## src/rtl/ilv_addr_pkg.sv

```systemverilog
package ilv_addr_pkg;

    typedef enum logic [1:0] {
        ST_IDLE,
        ST_LOAD,
        ST_EMIT,
        ST_FINISH
    } ilv_state_e;

    localparam logic [2:0] SEL_SRC_BASE = 3'd0;
    localparam logic [2:0] SEL_DST_BASE = 3'd1;
    localparam logic [2:0] SEL_CTRL     = 3'd2;
    localparam logic [2:0] SEL_NFRAMES  = 3'd3;
    localparam logic [2:0] SEL_NCHUNKS  = 3'd4;
    localparam logic [2:0] SEL_SIZE     = 3'd5;
    localparam logic [2:0] SEL_GAP      = 3'd6;

    localparam int CTL_SRC_INC = 0;
    localparam int CTL_SRC_SC  = 1;
    localparam int CTL_DST_INC = 2;
    localparam int CTL_DST_SC  = 3;
    localparam int CTL_IRQ     = 4;
    localparam int CTL_W       = 5;

    localparam int NDIR = 2;

endpackage

```

## src/rtl/ilv_chunk_table.sv

```systemverilog
module ilv_chunk_table #(
    parameter int MAX_CHUNKS = 8,
    parameter int SIZE_W     = 16,
    parameter int GAP_W      = 16,
    parameter int IDX_W      = 3
) (
    input  logic              clk,
    input  logic              rst_n,
    input  logic              wr_size,
    input  logic              wr_gap,
    input  logic [IDX_W-1:0]  wr_idx,
    input  logic [SIZE_W-1:0] size_wdata,
    input  logic [GAP_W-1:0]  gap_wdata,
    input  logic [IDX_W-1:0]  rd_idx,
    output logic [SIZE_W-1:0] rd_size,
    output logic [GAP_W-1:0]  rd_gap
);

    logic [SIZE_W-1:0] size_q [MAX_CHUNKS];
    logic [GAP_W-1:0]  gap_q  [MAX_CHUNKS];

    always_ff @(posedge clk) begin
        if (!rst_n) begin
            for (int i = 0; i < MAX_CHUNKS; i++) begin
                size_q[i] <= '0;
                gap_q[i]  <= '0;
            end
        end else begin
            for (int i = 0; i < MAX_CHUNKS; i++) begin
                if (wr_size && wr_idx == IDX_W'(i)) size_q[i] <= size_wdata;
                if (wr_gap  && wr_idx == IDX_W'(i)) gap_q[i]  <= gap_wdata;
            end
        end
    end

    assign rd_size = size_q[rd_idx];
    assign rd_gap  = gap_q[rd_idx];

endmodule

```

## src/rtl/ilv_dir_step.sv

```systemverilog
module ilv_dir_step #(
    parameter int ADDR_W = 32,
    parameter int GAP_W  = 16
) (
    input  logic [ADDR_W-1:0] cur,
    input  logic              inc_en,
    input  logic              scatter_en,
    input  logic              byte_adv,
    input  logic              gap_adv,
    input  logic [GAP_W-1:0]  gap,
    output logic [ADDR_W-1:0] nxt
);

    logic [ADDR_W-1:0] byte_term;
    logic [ADDR_W-1:0] gap_term;

    always_comb begin
        byte_term = byte_adv ? ADDR_W'(1) : '0;
        gap_term  = (scatter_en && gap_adv) ? ADDR_W'(gap) : '0;
        nxt       = inc_en ? cur + byte_term + gap_term : cur;
    end

endmodule

```

## src/rtl/ilv_addr_gen.sv

```systemverilog
module ilv_addr_gen
    import ilv_addr_pkg::*;
#(
    parameter int ADDR_W     = 32,
    parameter int MAX_CHUNKS = 8,
    parameter int SIZE_W     = 16,
    parameter int GAP_W      = 16,
    parameter int FRAME_W    = 16,
    localparam int IDX_W     = (MAX_CHUNKS > 1) ? $clog2(MAX_CHUNKS) : 1,
    localparam int CNT_W     = $clog2(MAX_CHUNKS + 1)
) (
    input  logic              clk,
    input  logic              rst_n,
    input  logic              cfg_we,
    input  logic [2:0]        cfg_sel,
    input  logic [IDX_W-1:0]  cfg_idx,
    input  logic [ADDR_W-1:0] cfg_wdata,
    input  logic              start,
    output logic              out_valid,
    input  logic              out_ready,
    output logic [ADDR_W-1:0] out_src,
    output logic [ADDR_W-1:0] out_dst,
    output logic              out_last_frame,
    output logic              out_last_xfer,
    output logic              frame_irq,
    output logic              busy,
    output logic              done
);

    ilv_state_e state_q, state_d;

    logic [ADDR_W-1:0]  base_q [NDIR];
    logic [CTL_W-1:0]   ctrl_q;
    logic [FRAME_W-1:0] nframes_q;
    logic [CNT_W-1:0]   nchunks_q;

    logic [ADDR_W-1:0]  cur_q  [NDIR];
    logic [ADDR_W-1:0]  nxt    [NDIR];
    logic [NDIR-1:0]    inc_en, sc_en;
    logic [FRAME_W-1:0] frame_no;
    logic [IDX_W-1:0]   chunk_no;
    logic [SIZE_W-1:0]  bytes_rem;
    logic               irq_q;

    logic [SIZE_W-1:0]  rd_size;
    logic [GAP_W-1:0]   rd_gap;

    logic cfg_ok, start_ok, empty_xfer;
    logic last_chunk, last_frame, last_byte;
    logic accept, chunk_end, src_inc_w, src_sc_w;

    assign cfg_ok     = cfg_we && !busy;
    assign start_ok   = start && (state_q == ST_IDLE || state_q == ST_FINISH);
    assign empty_xfer = (nframes_q == '0) || (nchunks_q == '0);
    assign last_chunk = (CNT_W'(chunk_no) == nchunks_q - CNT_W'(1));
    assign last_frame = (frame_no == nframes_q - FRAME_W'(1));
    assign last_byte  = (bytes_rem == '0);
    assign accept     = (state_q == ST_EMIT) && out_ready;
    assign chunk_end  = ((state_q == ST_LOAD) && (rd_size == '0)) || (accept && last_byte);
    assign src_inc_w  = ctrl_q[CTL_SRC_INC];
    assign src_sc_w   = ctrl_q[CTL_SRC_SC];

    assign inc_en = {ctrl_q[CTL_DST_INC], ctrl_q[CTL_SRC_INC]};
    assign sc_en  = {ctrl_q[CTL_DST_SC],  ctrl_q[CTL_SRC_SC]};

    ilv_chunk_table #(
        .MAX_CHUNKS(MAX_CHUNKS), .SIZE_W(SIZE_W), .GAP_W(GAP_W), .IDX_W(IDX_W)
    ) table_i (
        .clk(clk), .rst_n(rst_n),
        .wr_size(cfg_ok && cfg_sel == SEL_SIZE),
        .wr_gap(cfg_ok && cfg_sel == SEL_GAP),
        .wr_idx(cfg_idx),
        .size_wdata(cfg_wdata[SIZE_W-1:0]),
        .gap_wdata(cfg_wdata[GAP_W-1:0]),
        .rd_idx(chunk_no),
        .rd_size(rd_size),
        .rd_gap(rd_gap)
    );

    for (genvar d = 0; d < NDIR; d++) begin : g_dir
        ilv_dir_step #(.ADDR_W(ADDR_W), .GAP_W(GAP_W)) step_i (
            .cur(cur_q[d]),
            .inc_en(inc_en[d]),
            .scatter_en(sc_en[d]),
            .byte_adv(accept),
            .gap_adv(chunk_end),
            .gap(rd_gap),
            .nxt(nxt[d])
        );
    end

    // Configuration registers
    always_ff @(posedge clk) begin
        if (!rst_n) begin
            base_q[0] <= '0;
            base_q[1] <= '0;
            ctrl_q    <= '0;
            nframes_q <= '0;
            nchunks_q <= '0;
        end else if (cfg_ok) begin
            unique case (cfg_sel)
                SEL_SRC_BASE: base_q[0] <= cfg_wdata;
                SEL_DST_BASE: base_q[1] <= cfg_wdata;
                SEL_CTRL:     ctrl_q    <= cfg_wdata[CTL_W-1:0];
                SEL_NFRAMES:  nframes_q <= cfg_wdata[FRAME_W-1:0];
                SEL_NCHUNKS:  nchunks_q <= (cfg_wdata > ADDR_W'(MAX_CHUNKS)) ?
                                           CNT_W'(MAX_CHUNKS) : cfg_wdata[CNT_W-1:0];
                default: ;
            endcase
        end
    end

    // State register
    always_ff @(posedge clk) begin
        if (!rst_n) state_q <= ST_IDLE;
        else        state_q <= state_d;
    end

    // Next-state logic
    always_comb begin
        state_d = state_q;
        unique case (state_q)
            ST_IDLE, ST_FINISH: begin
                if (start_ok) state_d = empty_xfer ? ST_FINISH : ST_LOAD;
                else          state_d = ST_IDLE;
            end
            ST_LOAD: begin
                if (rd_size != '0)                state_d = ST_EMIT;
                else if (last_chunk && last_frame) state_d = ST_FINISH;
                else                              state_d = ST_LOAD;
            end
            ST_EMIT: begin
                if (accept && last_byte)
                    state_d = (last_chunk && last_frame) ? ST_FINISH : ST_LOAD;
            end
            default: state_d = ST_IDLE;
        endcase
    end

    // Walk counters and addresses
    always_ff @(posedge clk) begin
        if (!rst_n) begin
            cur_q[0]  <= '0;
            cur_q[1]  <= '0;
            frame_no  <= '0;
            chunk_no  <= '0;
            bytes_rem <= '0;
            irq_q     <= 1'b0;
        end else begin
            irq_q <= chunk_end && last_chunk && ctrl_q[CTL_IRQ];
            if (start_ok) begin
                cur_q[0] <= base_q[0];
                cur_q[1] <= base_q[1];
                frame_no <= '0;
                chunk_no <= '0;
            end else begin
                cur_q[0] <= nxt[0];
                cur_q[1] <= nxt[1];
                if (state_q == ST_LOAD && rd_size != '0)
                    bytes_rem <= rd_size - SIZE_W'(1);
                else if (accept && !last_byte)
                    bytes_rem <= bytes_rem - SIZE_W'(1);
                if (chunk_end) begin
                    if (last_chunk) begin
                        chunk_no <= '0;
                        frame_no <= frame_no + FRAME_W'(1);
                    end else begin
                        chunk_no <= chunk_no + IDX_W'(1);
                    end
                end
            end
        end
    end

    // Outputs
    always_comb begin
        out_valid      = (state_q == ST_EMIT);
        busy           = (state_q == ST_LOAD) || (state_q == ST_EMIT);
        done           = (state_q == ST_FINISH);
        out_src        = cur_q[0];
        out_dst        = cur_q[1];
        out_last_frame = out_valid && last_byte && last_chunk;
        out_last_xfer  = out_last_frame && last_frame;
        frame_irq      = irq_q;
    end

endmodule

```

## config.mk

```make
export PLATFORM = sky130hd
export DESIGN_NAME = ilv_addr_gen
export DESIGN_NICKNAME = d
export VERILOG_FILES = /design/src/rtl/ilv_addr_pkg.sv /design/src/rtl/ilv_chunk_table.sv /design/src/rtl/ilv_dir_step.sv /design/src/rtl/ilv_addr_gen.sv
export SDC_FILE = /design/constraint.sdc
export NUM_CORES = 1
export LEC_CHECK = 0
export ABC_AREA = 1
export BUFFER_PORTS_ARGS = -buffer_cell sky130_fd_sc_hd__buf_2
export CAP_MARGIN = 40
export CORE_AREA = 2 2 337 272
export CTS_CLUSTER_DIAMETER = 40
export DETAILED_ROUTE_END_ITERATION = 10
export DIE_AREA = 0 0 339 274
export GPL_ROUTABILITY_DRIVEN = 0
export GPL_TIMING_DRIVEN = 1
export PLACE_DENSITY = 0.43
export SETUP_SLACK_MARGIN = 0.02
export SLEW_MARGIN = 30
export SYNTH_ARGS = -nofsm -noshare
export SYNTH_HDL_FRONTEND = slang
export SYNTH_HIERARCHICAL = 1
export SYNTH_SLANG_ARGS = --single-unit
```

## constraint.sdc

```tcl
create_clock -name clk -period 7 [get_ports clk]
set_clock_uncertainty 0.05 [all_clocks]
set_input_delay 1.75 -clock clk [delete_from_list [all_inputs] [get_ports clk]]
set_output_delay 1.75 -clock clk [all_outputs]
set_load 0.005 [all_outputs]
```

==> impl_metrics.toml, run 1 <==
[status]
status = "finished, final reports clean"

[grt]
grt_pass1_wl_um = 133800
gr-total-overflow = 0
grt_max_degree = 77
grt_pass1_vias = 21040
antenna_found_initial = 0
grt_usage_pct = 19.00

[placement]
post-place-ws_ps = 1852
dp_hpwl_um = 61630
io_buffers = 112

[layout]
syn_to_final_growth_pct = 18.53
nets = 3712
seqCellArea_um2 = 12800
drive_gt1_share_pct = 12.48
diodes = 0
multi_input_area_um2 = 11120
nFillCells = 9603

[timing]
max_freq_ghz = 0.2010
setup_viol = 0
finalWorstSetupSlack_ps = 2024
finalSetupTns_ps = 0
slew_violations = 0
finalHoldViolations = 0
period_share_pct = 71.09
min_period_ps = 4976
worst_slew_pin_slew_ps = 817.8
max_slew_margin_pct = 45.48
hold_slack_ps = 445.0
rsz0062_at_grt = "no"

[cts]
cts-root-buf = "clkbuf_16"
ctsHtreeMaxLevel = 3
path_clk_slew_ps = 60
cts_buffers = 82
clockBufferDepth = 3
cts_sinks = 447
insertion_delay_ps = 650
postCtsHoldBufs = 0
cts_tree = "yes"
cts_setup_buffers = 0
ctsResizeCount = 0

[synth]
syn_area_um2 = 26710
async_flop_share_pct = 0
ys.flop_type = "edfxtp_1"
syn_inst = 3447
yosysUniqueCellTypes = 57
yosysMostFrequentCell = "nand2_1"
synth_warnings = 6
netlist_top_cells_count = "1134 x nand2_1, 593 x inv_1, 384 x edfxtp_1, 343 x nor2_1, 306 x nand3_1"
synth_top_area_share_pct = 43.18
synth_area_leaders = "edfxtp_1 43%, nand2_1 16%, inv_1 8.3%, nand3_1 5.7%, nor2_1 4.8%"
syn_area_per_cell_um2 = 7.747
synth_edf_count = 384
ys_seq_area_share_pct = 47.90
synth_seq_cells = 447
yosys.area.top_type = "edfxtp_1"

[worst_setup_path]
path_class = "reg -> reg"
critical_path.most_common_cell = "nand2_1"
crit_slowest_cell = "inv_4"
critical_path.endpoint_type = "register"
cp.required_ps = 7320
crit_path_max_incr_delay_ps = 590
critPathArrivalTime_ps = 5300
cp-start-kind = "register"
worstPathMaxFanout = 65

[route]
wl_per_cell_um = 18.10
via_per_inst = 4.489
drc_errors = 0
drtIter0Drc = 1724
drt-pass1-iter-count = 5
vias = 22020
wirelength_um = 88760
ant_nets = 0

[die]
core_um2 = 90050
num_io_pins = 113
die_area_um2 = 92890
die_w_um = 339
initial_utilization_pct = 29.66
die_h_um = 274
rows = 99

[power]
internal_power_uw = 6439
swShare_pct = 33.58
pwr-share-seq_pct = 34.3
power_switching_uw = 3255
p_leak_uw = 0.01491
peakVddDrop_uv = 186.7
clkPwrFrac_pct = 42.9
p_comb_share_pct = 22.8
power.density_nw_per_um2 = 306.2
fin_total_pwr_uw = 9694

[hold_path]
hold_class = "reg -> reg"

[flow_run]
cap_violations = 0
[placed cells by master, fill, tap and decap left out, types with 28 or more instances in the layout]
cell type  netlist  routed
buf_2           39     111
a21oi_1         70      70
ha_1            39      39
nand3_1        306     306
nand2_1       1134    1133
dfxtp_1         63      61
inv_1          593     592
o21ai_0         69      59
edfxtp_1       384     384
conb_1           1      64
nor2_4          42      43
nand3b_1        28      28
buf_4           10      32
clkbuf_16        0      84
nor2_1         343     342
[critical path: cells and delay by family (launching register included)]
family                   cells  cell delay, ps
adder cells (fa/ha/maj)      1             350
buffers and inverters        3             700
flip-flops                   1             500
AND/OR/NAND/NOR             21            3080
[layout make-up]
type                       count  area share (%)
multi-input combinational   2331           35.13
tap                         1212           4.790
clock inverter                56           2.285
sequential                   447           40.43
timing repair buffer         158           3.273
inverter                     606           7.285
clock buffer                  95           6.806
[state kept, by name, indices dropped and copies added (netlist names), 5 cells and up]
| register | flops |
|---|---|
| ctrl_q | 5 |
| table_i/gap_q | 128 |
| frame_no | 16 |
| cur_q | 64 |
| nframes_q | 16 |
| bytes_rem | 16 |
| base_q | 64 |
| table_i/size_q | 128 |
[logic make-up (layout without fill, tap and decap cells)]
kind of cell / after synthesis / in the layout / share of synthesized area, %
AO/OA/AOI/OAI: 155 / 155 / 3.059
XOR/XNOR: 47 / 47 / 1.593
flip-flops: 447 / 447 / 47.90
AND/OR/NAND/NOR: 2021 / 2021 / 33.64
buffers and inverters: 732 / 915 / 11.62
other: 1 / 64 / 0.01404
multiplexers: 1 / 1 / 0.04216
adder cells (fa/ha/maj): 43 / 43 / 2.127
[worst paths after layout]
path	from	to	slack (ps)	depth (start not counted)
hold / removal	ctrl_q[4]$_SDFFE_PN0P_	frame_irq$_SDFF_PN0_	450	2
hold reg to reg	ctrl_q[4]$_SDFFE_PN0P_	frame_irq$_SDFF_PN0_	450	2
setup / recovery	chunk_no[0]$_SDFFE_PN0N_	cur_q[0][42]$_DFFE_PP_	2020	25
setup reg to reg	chunk_no[0]$_SDFFE_PN0N_	cur_q[0][42]$_DFFE_PP_	2020	25
[routing by layer]
| metal | track usage, % | wire length, µm |
|---|---|---|
| met5 | 0 | 0 |
| met4 | 4.468 | 1688 |
| met3 | 3.092 | 4530 |
| met2 | 27.94 | 36810 |
| met1 | 28.78 | 45730 |
[metrics by stage]
| step | cell area (µm²) | cells | util [%] |
|---|---|---|---|
| floorplan | 26940 | 3510 | - |
| global placement | 28530 | 4740 | 31.69 |
| detailed placement | 28680 | 4748 | 31.84 |
| CTS | 31550 | 4899 | 35.04 |
| global route | 31660 | 4905 | 35.15 |
| finish | 31660 | 4905 | 35.15 |
[power by group through the flow]
stage	sequential [µW]	clock, µW	combinational, µW
finish	3330	4160	2210
global route	3360	4350	2490
CTS	3330	4250	2180
detailed placement	3390	0	2170
global placement	3390	0	2170
floorplan	3310	0	1550
Power figures use the tool's default switching activity.
==> run 2: changes to the inputs <==
==> constraint.sdc (replaced) <==
create_clock -name clk -period 4.8 [get_ports clk]
set_clock_uncertainty 0.05 [all_clocks]
set_input_delay 1.2 -clock clk [delete_from_list [all_inputs] [get_ports clk]]
set_output_delay 1.2 -clock clk [all_outputs]
set_load 0.005 [all_outputs]
==> run 2 against run 1 <==
  * Final cell count grew 0.37%
  * Final area grew 0.45%
  * Highest routed layer unchanged
  * Maximum frequency grew 13%
==> impl_metrics.toml, run 2 (synthesized netlist as in run 1, its figures left out) <==
[timing]
max_freq_ghz = 0.2270
finalHoldViolations = 0
min_period_ps = 4405
period_share_pct = 91.77
worst_slew_pin_slew_ps = 851.0
slew_violations = 0
setup_viol = 0
rsz0062_at_grt = "no"
finalSetupTns_ps = 0
hold_slack_ps = 428.0
max_slew_margin_pct = 43.27

[layout]
largest_registers = "table_i/gap_q x128, table_i/size_q x128"
postLayoutCoreUtil_pct = 35.31
drive_gt1_share_pct = 12.91
nets = 3732
nFillCells = 9620
layout_common_cells = "1133 x nand2_1, 592 x inv_1, 384 x edfxtp_1"
layout_commonest_cell = "nand2_1"
diodes = 0
syn_to_final_growth_pct = 19.07

[die]
initial_utilization_pct = 29.66
die_w_um = 339
rows = 99
die_h_um = 274
core_um2 = 90050
num_io_pins = 113
die_area_um2 = 92890

[grt]
grt_pass1_vias = 21290
grt_usage_pct = 18.88
antenna_found_initial = 1
grt_pass1_wl_um = 132600
gr-total-overflow = 0
grt_max_degree = 79

[worst_setup_path]
crit_path_start = "chunk_no[0]$_SDFFE_PN0N_"
cp-start-kind = "register"
crit_buf_inv = 3
critical_path.most_common_cell = "nand2_1"
path_class = "reg -> reg"
crit_path_max_incr_delay_ps = 430
ff2ff_path_depth = 26
r2r-end = "cur_q[0][48]$_DFFE_PP_"
crit_slowest_cell = "fa_1"
worstPathMaxFanout = 17
critPathArrivalTime_ps = 4720
endpoint = "cur_q[0][48]$_DFFE_PP_"
r2r_slack_ps = 390
path_depth = 26
cp.required_ps = 5110
critical_path.endpoint_type = "register"
reg2reg_from = "chunk_no[0]$_SDFFE_PN0N_"
crit_family = "simple AND/OR/NAND/NOR gates"

[power]
power_switching_uw = 4593
internal_power_uw = 9524
p_leak_uw = 0.01502
clkPwrFrac_pct = 42.7
power.density_nw_per_um2 = 444.0
pwr-share-seq_pct = 34.3
p_comb_share_pct = 23.0
swShare_pct = 32.54
peakVddDrop_uv = 323.3

[cts]
cts-root-buf = "clkbuf_16"
insertion_delay_ps = 620
clockBufferDepth = 3
cts_sinks = 447
path_clk_slew_ps = 50
cts_buffers = 81
postCtsHoldBufs = 0
ctsHtreeMaxLevel = 3
cts_tree = "yes"

[route]
route.met2.wl_um = 37350
wl_met1_um = 44770
routed.top_layer = "met4"
vias = 22080
ant_nets = 0
drtIter0Drc = 1698
wl_per_cell_um = 17.93
via_per_inst = 4.484
wirelength_um = 88260
drc_errors = 0
met3_length_um = 4313
drt-pass1-iter-count = 5

[hold_path]
hold_class = "reg -> reg"

[placement]
io_buffers = 112
dp_hpwl_um = 61520

[flow_run]
cap_violations = 0

[status]
status = "finished, final reports clean"
## run 2: through the flow
step	instance area [µm²]	instances	total power (µW)	worst slack (ps)
after floorplan	26940	3510	7085	422.1
after global placement	28810	4768	8161	297.3
after detailed placement	28870	4771	8161	252.1
after CTS	31740	4919	14260	214.0
after global routing	31800	4923	14870	44.54
final	31800	4923	14120	394.8
## run 2: worst min-delay path by stage
stage                                       to  depth (start not counted)                    from
final                     frame_irq$_SDFF_PN0_                          2  ctrl_q[4]$_SDFFE_PN0P_
after global routing      frame_irq$_SDFF_PN0_                          2  ctrl_q[4]$_SDFFE_PN0P_
after CTS                 frame_irq$_SDFF_PN0_                          2  ctrl_q[4]$_SDFFE_PN0P_
after detailed placement  frame_irq$_SDFF_PN0_                          2  ctrl_q[4]$_SDFFE_PN0P_
after global placement    frame_irq$_SDFF_PN0_                          2  ctrl_q[4]$_SDFFE_PN0P_
after floorplan           frame_irq$_SDFF_PN0_                          2  ctrl_q[4]$_SDFFE_PN0P_
## run 2: final cells by class
cell class                 count  area, µm²  share of cell area [%]
tap                         1212       1516                   4.769
clock inverter                56      725.7                   2.282
sequential                   447      12800                   40.25
timing repair buffer         179       1195                   3.758
multi-input combinational   2331      11110                   34.95
inverter                     606       2307                   7.256
clock buffer                  92       2142                   6.736
## run 2: power groups by stage
stage / Clock (µW) / Combinational, µW / Sequential, µW
floorplan: 0 / 2260 / 4820
global placement: 0 / 3240 / 4920
detailed placement: 0 / 3240 / 4920
CTS: 6160 / 3250 / 4850
global route: 6330 / 3660 / 4890
finish: 6020 / 3250 / 4850
## run 2: worst reg2reg max path, delay by kind of cell, from the launching register on
family	cells	cell delay [ps]
flip-flops	1	410
AND/OR/NAND/NOR	20	2310
XOR/XNOR	1	150
buffers and inverters	3	520
adder cells (fa/ha/maj)	2	730
## run 2: what timing repair did
item                                    in CTS  in global routing
endpoints found under the setup margin       0                 29
hold endpoints to repair                     0                  0
buffers inserted                             0                  3
gates resized for setup                      0                  3
## run 2: per-layer routing
layer | vias to the layer above | GRT usage (%)
li1 | 11190 | -
met1 | 10320 | 27.81
met2 | 458 | 28.62
met3 | 111 | 3.224
met4 | 0 | 4.503
met5 | - | 0
